==> config.mk <==
export PLATFORM = sky130hd
export DESIGN_NAME = adc_result_port
export DESIGN_NICKNAME = d
export VERILOG_FILES = /design/src/rtl/adc_result_port.sv
export SDC_FILE = /design/constraint.sdc
export NUM_CORES = 1
export LEC_CHECK = 0
export BUFFER_PORTS_ARGS = -buffer_cell sky130_fd_sc_hd__buf_2
export CAP_MARGIN = 20
export CORE_ASPECT_RATIO = 0.9
export CORE_MARGIN = 1.5
export CORE_UTILIZATION = 47
export DETAILED_ROUTE_END_ITERATION = 10
export PLACE_DENSITY = 0.72
export SYNTH_ARGS = -nofsm -noshare
export SYNTH_HDL_FRONTEND = slang
export SYNTH_SLANG_ARGS = --single-unit
==> constraint.sdc <==
create_clock -name clk -period 1.6 [get_ports clk]
set_input_delay 0.08 -clock clk [delete_from_list [all_inputs] [get_ports clk]]
set_output_delay 0.08 -clock clk [all_outputs]
set_load 0.01 [all_outputs]
==> src/rtl/adc_result_port.sv <==
module adc_result_port #(
  parameter int MAG_W  = 15,
  parameter int WINDOW = 444
) (
  input  logic             clk,
  input  logic             rst_n,
  input  logic             cs,
  input  logic             ce_n,
  input  logic             rd_n,
  input  logic             wr_n,
  input  logic             sel_high,
  input  logic             ovr_sel,
  input  logic             cont_mode,
  input  logic             busy,
  input  logic [MAG_W-1:0] res_mag,
  input  logic             res_pol,
  input  logic             res_ovr,
  output logic [7:0]       db_out,
  output logic             db_oe,
  output logic             conv_start
);
  localparam int TW = $clog2(WINDOW + 1);
  localparam logic [TW-1:0] LAST = TW'(WINDOW - 1);

  logic [MAG_W-1:0] mag_q;
  logic             pol_q, ovr_q;
  logic             rd_q, wr_q, busy_q;
  logic [1:0]       pos;
  logic [TW-1:0]    tmr;
  logic             live;
  logic [7:0]       mux;

  wire sel     = cs & ~ce_n;
  wire capture = busy_q & ~busy;
  wire rd_rise = sel & ~rd_q & rd_n;
  wire expire  = cont_mode & live & (tmr == LAST);
  wire [6:0] hi7 = 7'(mag_q >> 8);
  wire [7:0] lo8 = mag_q[7:0];

  always_ff @(posedge clk or negedge rst_n) begin
    if (!rst_n) begin
      mag_q      <= '0;
      pol_q      <= 1'b0;
      ovr_q      <= 1'b0;
      rd_q       <= 1'b1;
      wr_q       <= 1'b1;
      busy_q     <= 1'b0;
      pos        <= 2'd0;
      tmr        <= '0;
      live       <= 1'b0;
      conv_start <= 1'b0;
    end else begin
      rd_q       <= rd_n;
      wr_q       <= wr_n;
      busy_q     <= busy;
      conv_start <= sel & ~cont_mode & wr_q & ~wr_n;
      if (capture) begin
        mag_q <= res_mag;
        pol_q <= res_pol;
        ovr_q <= res_ovr;
        pos   <= 2'd0;
        tmr   <= '0;
        live  <= 1'b1;
      end else if (expire) begin
        mag_q <= '0;
        pol_q <= 1'b0;
        ovr_q <= 1'b0;
        pos   <= 2'd0;
        live  <= 1'b0;
      end else begin
        if (cont_mode && live) tmr <= tmr + 1'b1;
        if (cont_mode && rd_rise) pos <= (pos == 2'd2) ? 2'd0 : pos + 2'd1;
      end
    end
  end

  always_comb begin
    if (cont_mode) begin
      case (pos)
        2'd0:    mux = {pol_q, hi7};
        2'd1:    mux = lo8;
        default: mux = {ovr_q, hi7};
      endcase
    end else if (sel_high) begin
      mux = {ovr_sel ? ovr_q : pol_q, hi7};
    end else begin
      mux = lo8;
    end
  end

  assign db_oe  = sel & ~rd_n;
  assign db_out = db_oe ? mux : 8'h00;

endmodule

==> reports/metrics.cfg, run 1 <==
[drt]
first_pass_iters=4
detail_route.wl_per_cell_um=15.6
drc=0
vias=1373
ant_nets=0
drtIter0Drc=58
drt-total-wl_mm=3.72
vias_per_cell=5.77

[timing]
worst_pin_slew_ps=727
finClkSkew_ps=8.42
maxSlewHeadroom=0.516
setup_viol=0
slew_viol_final=0
post-route-period-util=0.961
finalHoldViolCount=0
tns_ps=0
max_freq_ghz=0.651
fin_crit_ps=1540
fin_ws_ps=62.9

[cts]
clockBufferDepth=2
cts_tree=yes
cts.clk_slew.worst_paths_ps=70
cts_sinks=33
clock_latency_ps=280
htreeDepth=2
cts_root_buf=clkbuf_8
numCtsBuffers=5

[yosys]
syn-num-nets=174
yosys.area.top_type_share=0.489
yosys_register_bits=33
yosysSeqAreaShare=0.522
synth.area.top_cells=dfrtp_1 49%, a22o_1 9.4%, a21oi_1 5.0%
syn_area_per_cell_sq_um=10.9
ys_warn_count=0
yosysTopAreaCell=dfrtp_1
syn-cell-area_sq_um=1590
syn-instance-count=146
ys_types=37

[critical_path]
arrival_ps=1460
setup.worst_path.class=in -> out
cp.required_ps=1520
crit_fanout=9
r2r.worst_path.cells=5
cp-end-kind=output port
startpoint_type=input port
reg2reg_to=pos[1]
rrSetupSlack_ps=80
rr_startpoint=tmr[0]

[power_and_ir_drop]
p_total_w=0.00202
internal_power_w=0.00149
swShare=0.261
seqPwrFrac=0.484
leakagePower_nw=0.927
p_comb_frac=0.175
peakVddDrop_v=0.000544
p_switching_w=0.000527
clkPwrFrac=0.341
power.density_nw_per_um2=1000

[floorplanning]
die_area_sq_um=3730
dieWidth_um=64.2
die_h_um=58.1
ioPinCount=37
initial_core_util=0.506
core-area_sq_um=3140
rows=19

[finish]
area_growth_pct=27.1
final_common_cell=buf_2
final_cell_mix=36 x buf_2, 29 x dfrtp_1, 17 x a22o_1
diodes=0
drive_gt1_frac=0.342
fin_util=0.642
nNetsFinal=223
design_area_sq_um=2020

[hold_path]
min_path_type=in -> reg
hold_end=mag_q[1]
hold_depth=2
hold_start=res_mag[1]

[global_route]
antenna_found_initial=0
grt_first_pass_wirelength_mm=5.99
grt_pass1_vias=1353
grt_max_degree=34
grtUsageTotal=0.211
overflow=0

[run]
drv_cap=0

[place]
post-place-ws_ps=88.2
io_buffers=36
place_area_sq_um=1840
place_congestion=0.817
dpl.hpwl_mm=2.55

[status]
outcome=finished, final reports clean

-- synth_stat cells, drive strengths merged --
master  count
nor2b       1
nand2b      4
o211ai      1
ha          1
o21ai      13
and4bb      1
a22o       17
nand3      11
or4b        1
or3         4
a21boi      2
nor4b       1
nor2        2
dfrtp      31
dfstp       2
inv         1
a41oi       1
nand3b      1
buf         2
mux2i       3
o31ai       2
mux2        1
a21oi      16
or2         2
nand4       2
a21o        1
and4        1
clkbuf      5
and3b       1
nand4b      1
nand2       9
a211o       2
or4         3
-- metrics by stage --
step | std cells | hold slack, ps
2_1_floorplan | 146 | -216
3_3_place_gp | 223 | 170
3_5_place_dp | 223 | 182
4_1_cts | 235 | 10.5
5_1_grt | 238 | 16.9
6_report | 238 | 14.4
-- sequential cells by signal, indices dropped and copies added, names as in the netlist --
register    cells
tmr             9
mag_q          15
ovr_q           1
pol_q           1
wr_q            1
busy_q          1
live            1
pos             2
rd_q            1
conv_start      1
-- cell families after synthesis --
kind of cell	after synthesis	share of synthesized area
compound gates	55	0.243
simple gates	45	0.177
flops	33	0.522
mux	4	0.0260
fa+ha+maj	1	0.00789
buf+inv	8	0.0244
-- how the worst max path moves through the flow --
| stage | start | end | slack (ps) | cells past startpoint |
|---|---|---|---|---|
| detailed placement | tmr[0] | tmr[1] | 90 | 5 |
| finish | rd_n | db_out[6] | 60 | 5 |
| global route | pos[1] | db_out[6] | -40 | 4 |
| global placement | tmr[0] | tmr[1] | 150 | 5 |
| CTS | pos[1] | db_out[3] | 4 | 4 |
| floorplan | tmr[0] | mag_q[0] | 80 | 5 |
-- layer usage --
metal / share of wire / vias up / wire (um) / GRT usage
li1: - / 653 / - / -
met3: 0.047 / 9 / 174 / 0.0621
met5: 0 / - / 0 / 0
met2: 0.48 / 38 / 1790 / 0.347
met4: 0.016 / 0 / 59 / 0.100
met1: 0.46 / 673 / 1700 / 0.257
-- what timing repair did --
item | 4_1_cts | 5_1_grt
hold buffers | 4 | 0
resized for setup | 0 | 4
hold endpoints to repair | 35 | 0
setup buffers | 0 | 3
setup endpoints to repair | 0 | 8
-- power groups by stage --
stage                     sequential [W]  clock, W  combinational (W)
after global placement          0.000986         0           0.000331
after floorplan                 0.000991         0           0.000187
final                           0.000976  0.000688           0.000353
after global routing            0.000985  0.000726           0.000389
after CTS                       0.000975  0.000701           0.000353
after detailed placement        0.000991         0           0.000343
-- cell type report --
type	instances	area, sq um
well taps	42	52.6
clock buffers	7	96.3
flip-flops and latches	33	831
inverters	1	3.75
clock inverters	1	5.00
multi-input cells	105	727
fillers	271	1120
repair buffers	49	300
-- worst max-delay path: stages --
cell	delay, ps
dlygate4sd3_1	530
buf_2	130
or2_2	390
a21oi_1	170
buf_2	160
Power figures use the tool's default switching activity.
==> run 2: changes to the inputs <==
--- a/config.mk
+++ b/config.mk
@@ -7,7 +7,7 @@
 export LEC_CHECK = 0
 export BUFFER_PORTS_ARGS = -buffer_cell sky130_fd_sc_hd__buf_2
 export CAP_MARGIN = 20
-export CORE_ASPECT_RATIO = 0.9
+export CORE_ASPECT_RATIO = 1.75
 export CORE_MARGIN = 1.5
 export CORE_UTILIZATION = 47
 export DETAILED_ROUTE_END_ITERATION = 10
==> constraint.sdc (replaced) <==
create_clock -name clk -period 1.6 [get_ports clk]
set_input_delay 0.08 -clock clk [delete_from_list [all_inputs] [get_ports clk]]
set_output_delay 0.08 -clock clk [all_outputs]
set_load 0.1 [all_outputs]
==> reports/metrics.cfg, run 2 (same netlist as run 1, synthesis figures left out) <==
[critical_path]
worstPathCellList=and3b_2 -> o21ai_1 -> a21oi_4 -> buf_12  ; was dlygate4sd3_1 -> buf_2 -> or2_2 -> a21oi_1 -> buf_2
crit_start=pos[1]  ; was rd_n
setup.worst_path.class=reg -> out  ; was in -> out
cp_top_family=flip-flops  ; was buffers and inverters
slowest_stage=dfrtp_1  ; was dlygate4sd3_1
rrSetupSlack_ps=90  ; was 80 ps
critical_path.max_stage_delay_ps=400  ; was 530 ps
cp-endpoint=db_out[0]  ; was db_out[6]
startpoint_type=flip-flop  ; was input port
crit_fanout=7  ; was 9
arrival_ps=1550  ; was 1460 ps
r2r.worst_path.cells=5  ; unchanged
cp-end-kind=output port  ; unchanged
reg2reg_to=pos[1]  ; unchanged
cp.required_ps=1520  ; about the same
rr_startpoint=tmr[0]  ; unchanged
cp_num_buf_inv=1  ; was 3
cp_num_cells=4  ; was 5

[cts]
cts_sinks=33  ; unchanged
cts.clk_slew.worst_paths_ps=70  ; about the same
numCtsBuffers=5  ; unchanged
clockBufferDepth=2  ; unchanged
clock_latency_ps=290  ; was 280 ps
cts_root_buf=clkbuf_8  ; unchanged
htreeDepth=2  ; unchanged
cts_tree=yes  ; unchanged

[floorplanning]
rows=27  ; was 19
core-area_sq_um=3180  ; was 3140 sq um
initial_core_util=0.500  ; was 0.506
die_area_sq_um=3750  ; was 3730 sq um
dieWidth_um=46.9  ; was 64.2 um
die_h_um=79.9  ; was 58.1 um
ioPinCount=37  ; unchanged

[place]
post-place-ws_ps=67.5  ; was 88.2 ps
place_congestion=0.821  ; was 0.817
io_buffers=36  ; unchanged
place_area_sq_um=2030  ; was 1840 sq um
dpl.hpwl_mm=2.95  ; was 2.55 mm

[drt]
vias=1447  ; was 1,373
detail_route.wl_per_cell_um=16.9  ; was 15.6 um
drt-total-wl_mm=4.08  ; was 3.72 mm
first_pass_iters=4  ; unchanged
drtIter0Drc=50  ; was 58
drc=0  ; unchanged
vias_per_cell=5.98  ; was 5.77
ant_nets=0  ; unchanged

[timing]
worst_hold_slack_ps=12.2  ; was 14.4 ps
setup_viol=7  ; was 0
max_freq_ghz=0.614  ; was 0.651 GHz
grt_setup_unrepaired=yes
finClkSkew_ps=10.3  ; was 8.42 ps
finalHoldViolCount=0  ; unchanged
maxSlewHeadroom=0.521  ; was 0.516
fin_crit_ps=1630  ; was 1540 ps
post-route-period-util=1.02  ; was 0.961
slew_viol_final=0  ; unchanged
worst_pin_slew_ps=719  ; was 727 ps
fin_ws_ps=-29.0  ; was 62.9 ps

[finish]
final_cell_mix=30 x dfrtp_1, 27 x buf_2, 17 x a22o_1  ; was 36 x buf_2, 29 x dfrtp_1, 17 x a22o_1
reg_top3=mag_q: 15 flops, tmr: 9 flops, pos: 2 flops  ; unchanged
regMostFlops=mag_q  ; unchanged
final_common_cell=dfrtp_1  ; was buf_2
nNetsFinal=226  ; was 223
diodes=0  ; unchanged
area_growth_pct=38.8  ; was 27.1%
largest_reg_flops=15  ; unchanged
drive_gt1_frac=0.392  ; was 0.342
design_area_sq_um=2200  ; was 2020 sq um

[global_route]
grt_first_pass_wirelength_mm=6.57  ; was 5.99 mm
grtUsageTotal=0.242  ; was 0.211
grt_max_degree=34  ; unchanged
antenna_found_initial=0  ; unchanged
grt_pass1_vias=1473  ; was 1,353
overflow=0  ; unchanged

[run]
drv_cap=0  ; unchanged

[status]
violations=negative setup slack
outcome=finished, violations left  ; was finished, final reports clean

[power_and_ir_drop]
peakVddDrop_v=0.000699  ; was 0.000544 V
power.density_nw_per_um2=933  ; was 1000 nW/um^2
leakagePower_nw=0.959  ; was 0.927 nW
p_total_w=0.00206  ; was 0.00202 W

[hold_path]
hold_depth=2  ; unchanged
min_path_type=in -> reg  ; unchanged

[run 2: through the flow]
stage	utilization	instances	setup TNS [ps]
floorplan	-	146	-852
global placement	0.638	226	0
detailed placement	0.638	226	0
CTS	0.684	240	-70.8
global route	0.693	242	-634
finish	0.693	242	-162
[run 2: metal layers]
| layer | vias up | global-route usage | wire, um |
|---|---|---|---|
| met5 | - | 0 | 0 |
| met4 | 0 | 0.0778 | 61 |
| met3 | 6 | 0.0498 | 193 |
| met2 | 53 | 0.445 | 2340 |
| met1 | 731 | 0.254 | 1480 |
| li1 | 657 | - | - |
[run 2: layout make-up]
cell class | count | area, sq um
clock buffers | 6 | 72.6
clock inverters | 2 | 10.0
fillers | 267 | 973
inverters | 1 | 3.75
multi-input cells | 105 | 783
flip-flops and latches | 33 | 830
well taps | 43 | 53.8
repair buffers | 52 | 449
[run 2: where the power goes]
part	leakage, nW	total (W)	switching [W]	internal, W
Sequential	0.414	0.000985	0.0000610	0.000924
Combinational	0.500	0.000467	0.000255	0.000212
Clock	0.0450	0.000603	0.000302	0.000301
[run 2: how the worst min path moves through the flow]
stage	endpoint	slack (ps)	start
2_1_floorplan	busy_q	-220	rst_n
3_3_place_gp	conv_start	160	rst_n
3_5_place_dp	conv_start	180	rst_n
4_1_cts	mag_q[5]	10	res_mag[5]
5_1_grt	mag_q[5]	10	res_mag[5]
6_report	mag_q[5]	10	res_mag[5]
[run 2: what timing repair did]
item                       CTS  global route
gates cloned                 0             0
pin swaps                    9             4
setup endpoints to repair    8            19
hold endpoints to repair    35             0
setup buffers                2             2
hold buffers                 4             0
resized for setup           10             5
==> run 3: changes to the inputs <==
--- a/config.mk
+++ b/config.mk
@@ -9,9 +9,9 @@
 export CAP_MARGIN = 20
 export CORE_ASPECT_RATIO = 1.75
 export CORE_MARGIN = 1.5
-export CORE_UTILIZATION = 47
+export CORE_UTILIZATION = 40
 export DETAILED_ROUTE_END_ITERATION = 10
-export PLACE_DENSITY = 0.72
+export PLACE_DENSITY = 0.63
 export SYNTH_ARGS = -nofsm -noshare
 export SYNTH_HDL_FRONTEND = slang
 export SYNTH_SLANG_ARGS = --single-unit
==> reports/metrics.cfg, run 3 (same netlist as run 1, synthesis figures left out) <==
[power_and_ir_drop]
leakagePower_nw=0.984  ; was 0.959 nW
peakVddDrop_v=0.000592  ; was 0.000699 V
power.density_nw_per_um2=955  ; was 933 nW/um^2
p_total_w=0.00217  ; was 0.00206 W

[floorplanning]
core-area_sq_um=3830  ; was 3180 sq um
initial_core_util=0.414  ; was 0.500
ioPinCount=37  ; unchanged
die_area_sq_um=4370  ; was 3750 sq um
die_h_um=86.3  ; was 79.9 um
rows=30  ; was 27
dieWidth_um=50.6  ; was 46.9 um

[finish]
nNetsFinal=225  ; was 226
reg_top3=mag_q: 15 flops, tmr: 9 flops, pos: 2 flops  ; unchanged
final_cell_count_no_fill=246  ; was 242
area_growth_pct=43.0  ; was 38.8%
diodes=0  ; unchanged
drive_gt1_frac=0.399  ; was 0.392
fin_util=0.592  ; was 0.693
fillers=346  ; was 267
final_cell_mix=30 x dfrtp_1, 27 x buf_2, 17 x a22o_1  ; unchanged
design_area_sq_um=2270  ; was 2200 sq um
final_common_cell=dfrtp_1  ; unchanged
largest_reg_flops=15  ; unchanged
regMostFlops=mag_q  ; unchanged

[critical_path]
r2r.worst_path.cells=5  ; unchanged
critical_path.max_stage_delay_ps=400  ; about the same
slowest_stage=dfrtp_1  ; unchanged
crit_fanout=7  ; unchanged
worstPathCellList=and3b_2 -> o21ai_1 -> a21oi_2 -> buf_12  ; was and3b_2 -> o21ai_1 -> a21oi_4 -> buf_12
setup.worst_path.class=reg -> out  ; unchanged
startpoint_type=flip-flop  ; unchanged
arrival_ps=1550  ; about the same
cp-end-kind=output port  ; unchanged
cp.required_ps=1520  ; about the same

[timing]
maxSlewHeadroom=0.499  ; was 0.521
worst_pin_slew_ps=752  ; was 719 ps
fin_ws_ps=-31.0  ; was -29.0 ps
fin_crit_ps=1630  ; about the same
finalHoldViolCount=0  ; unchanged
setup_viol=5  ; was 7
max_freq_ghz=0.613  ; was 0.614 GHz
post-route-period-util=1.02  ; about the same
grt_setup_unrepaired=yes  ; unchanged
slew_viol_final=0  ; unchanged
finClkSkew_ps=7.17  ; was 10.3 ps

[cts]
cts_sinks=33  ; unchanged
htreeDepth=2  ; unchanged
numCtsBuffers=5  ; unchanged
clockBufferDepth=2  ; unchanged
cts.clk_slew.worst_paths_ps=70  ; about the same
cts_tree=yes  ; unchanged
cts_root_buf=clkbuf_8  ; unchanged
clock_latency_ps=300  ; was 290 ps

[global_route]
grtUsageTotal=0.206  ; was 0.242
grt_max_degree=34  ; unchanged
grt_pass1_vias=1463  ; was 1,473
overflow=0  ; unchanged
antenna_found_initial=0  ; unchanged
grt_first_pass_wirelength_mm=6.65  ; was 6.57 mm

[drt]
ant_nets=0  ; unchanged
first_pass_iters=4  ; unchanged
drt-total-wl_mm=4.10  ; was 4.08 mm
drtIter0Drc=34  ; was 50
vias=1406  ; was 1,447
drc=0  ; unchanged
detail_route.wl_per_cell_um=16.7  ; was 16.9 um
vias_per_cell=5.72  ; was 5.98

[place]
post-place-ws_ps=71.8  ; was 67.5 ps
place_congestion=0.790  ; was 0.821
io_buffers=36  ; unchanged
place_area_sq_um=2040  ; was 2030 sq um
dpl.hpwl_mm=2.77  ; was 2.95 mm
numPlacedInstances=230  ; was 226

[status]
outcome=finished, violations left  ; unchanged
violations=negative setup slack  ; unchanged

[run]
drv_cap=0  ; unchanged

[hold_path]
min_path_type=in -> reg  ; unchanged
hold_depth=2  ; unchanged

## run 3: cell type report
| type | count | area, sq um | share of cell area |
|---|---|---|---|
| clock buffers | 7 | 96.3 | 0.0425 |
| clock inverters | 1 | 5.00 | 0.00221 |
| inverters | 1 | 3.75 | 0.00165 |
| multi-input cells | 105 | 785 | 0.346 |
| flip-flops and latches | 33 | 830 | 0.366 |
| well taps | 48 | 60.1 | 0.0265 |
| repair buffers | 51 | 489 | 0.216 |
## run 3: through the flow
stage / hold slack, ps / TNS, ps
5_1_grt: 1.56 / -516
2_1_floorplan: -216 / -852
4_1_cts: 1.49 / -75.3
6_report: 6.46 / -67.1
3_5_place_dp: 195 / 0
3_3_place_gp: 175 / 0
## run 3: repair_timing
item	in CTS	in global routing
cloned	0	2
pin swaps	5	3
hold endpoints to repair	35	0
setup endpoints to repair	8	9
hold buffers	4	0
gates resized for setup	9	7
setup buffers	2	0
## run 3: routing by layer
metal  global-route usage  up-vias  part of all wire
met5                    0        -                 0
met3               0.0586        7             0.049
met1                0.231      706              0.38
met2                0.353       36              0.55
li1                     -      657                 -
met4               0.0958        0             0.020
## run 3: report_power, final
group	internal (W)	switching, W	total, W
Clock	0.000389	0.000317	0.000705
Combinational	0.000225	0.000255	0.000479
Sequential	0.000924	0.0000586	0.000982
Total	0.00154	0.000630	0.00217
## run 3: final timing paths
check / from / to / slack (ps)
hold reg to reg: mag_q[4] / mag_q[4] / 500
setup / recovery: pos[1] / db_out[3] / -30
setup reg to reg: tmr[0] / mag_q[11] / 70
min in group asynchronous: rst_n / tmr[7] / 390
hold / removal: res_mag[3] / mag_q[3] / 6
max in group asynchronous: rst_n / pos[0] / 690
## run 3: critical path, delay by kind of cell (launching register included)
family | cells | cell delay (ps)
AOI/OAI and AO/OA | 2 | 310
buffers and inverters | 1 | 200
DFF | 1 | 400
and+or+nand+nor | 1 | 350
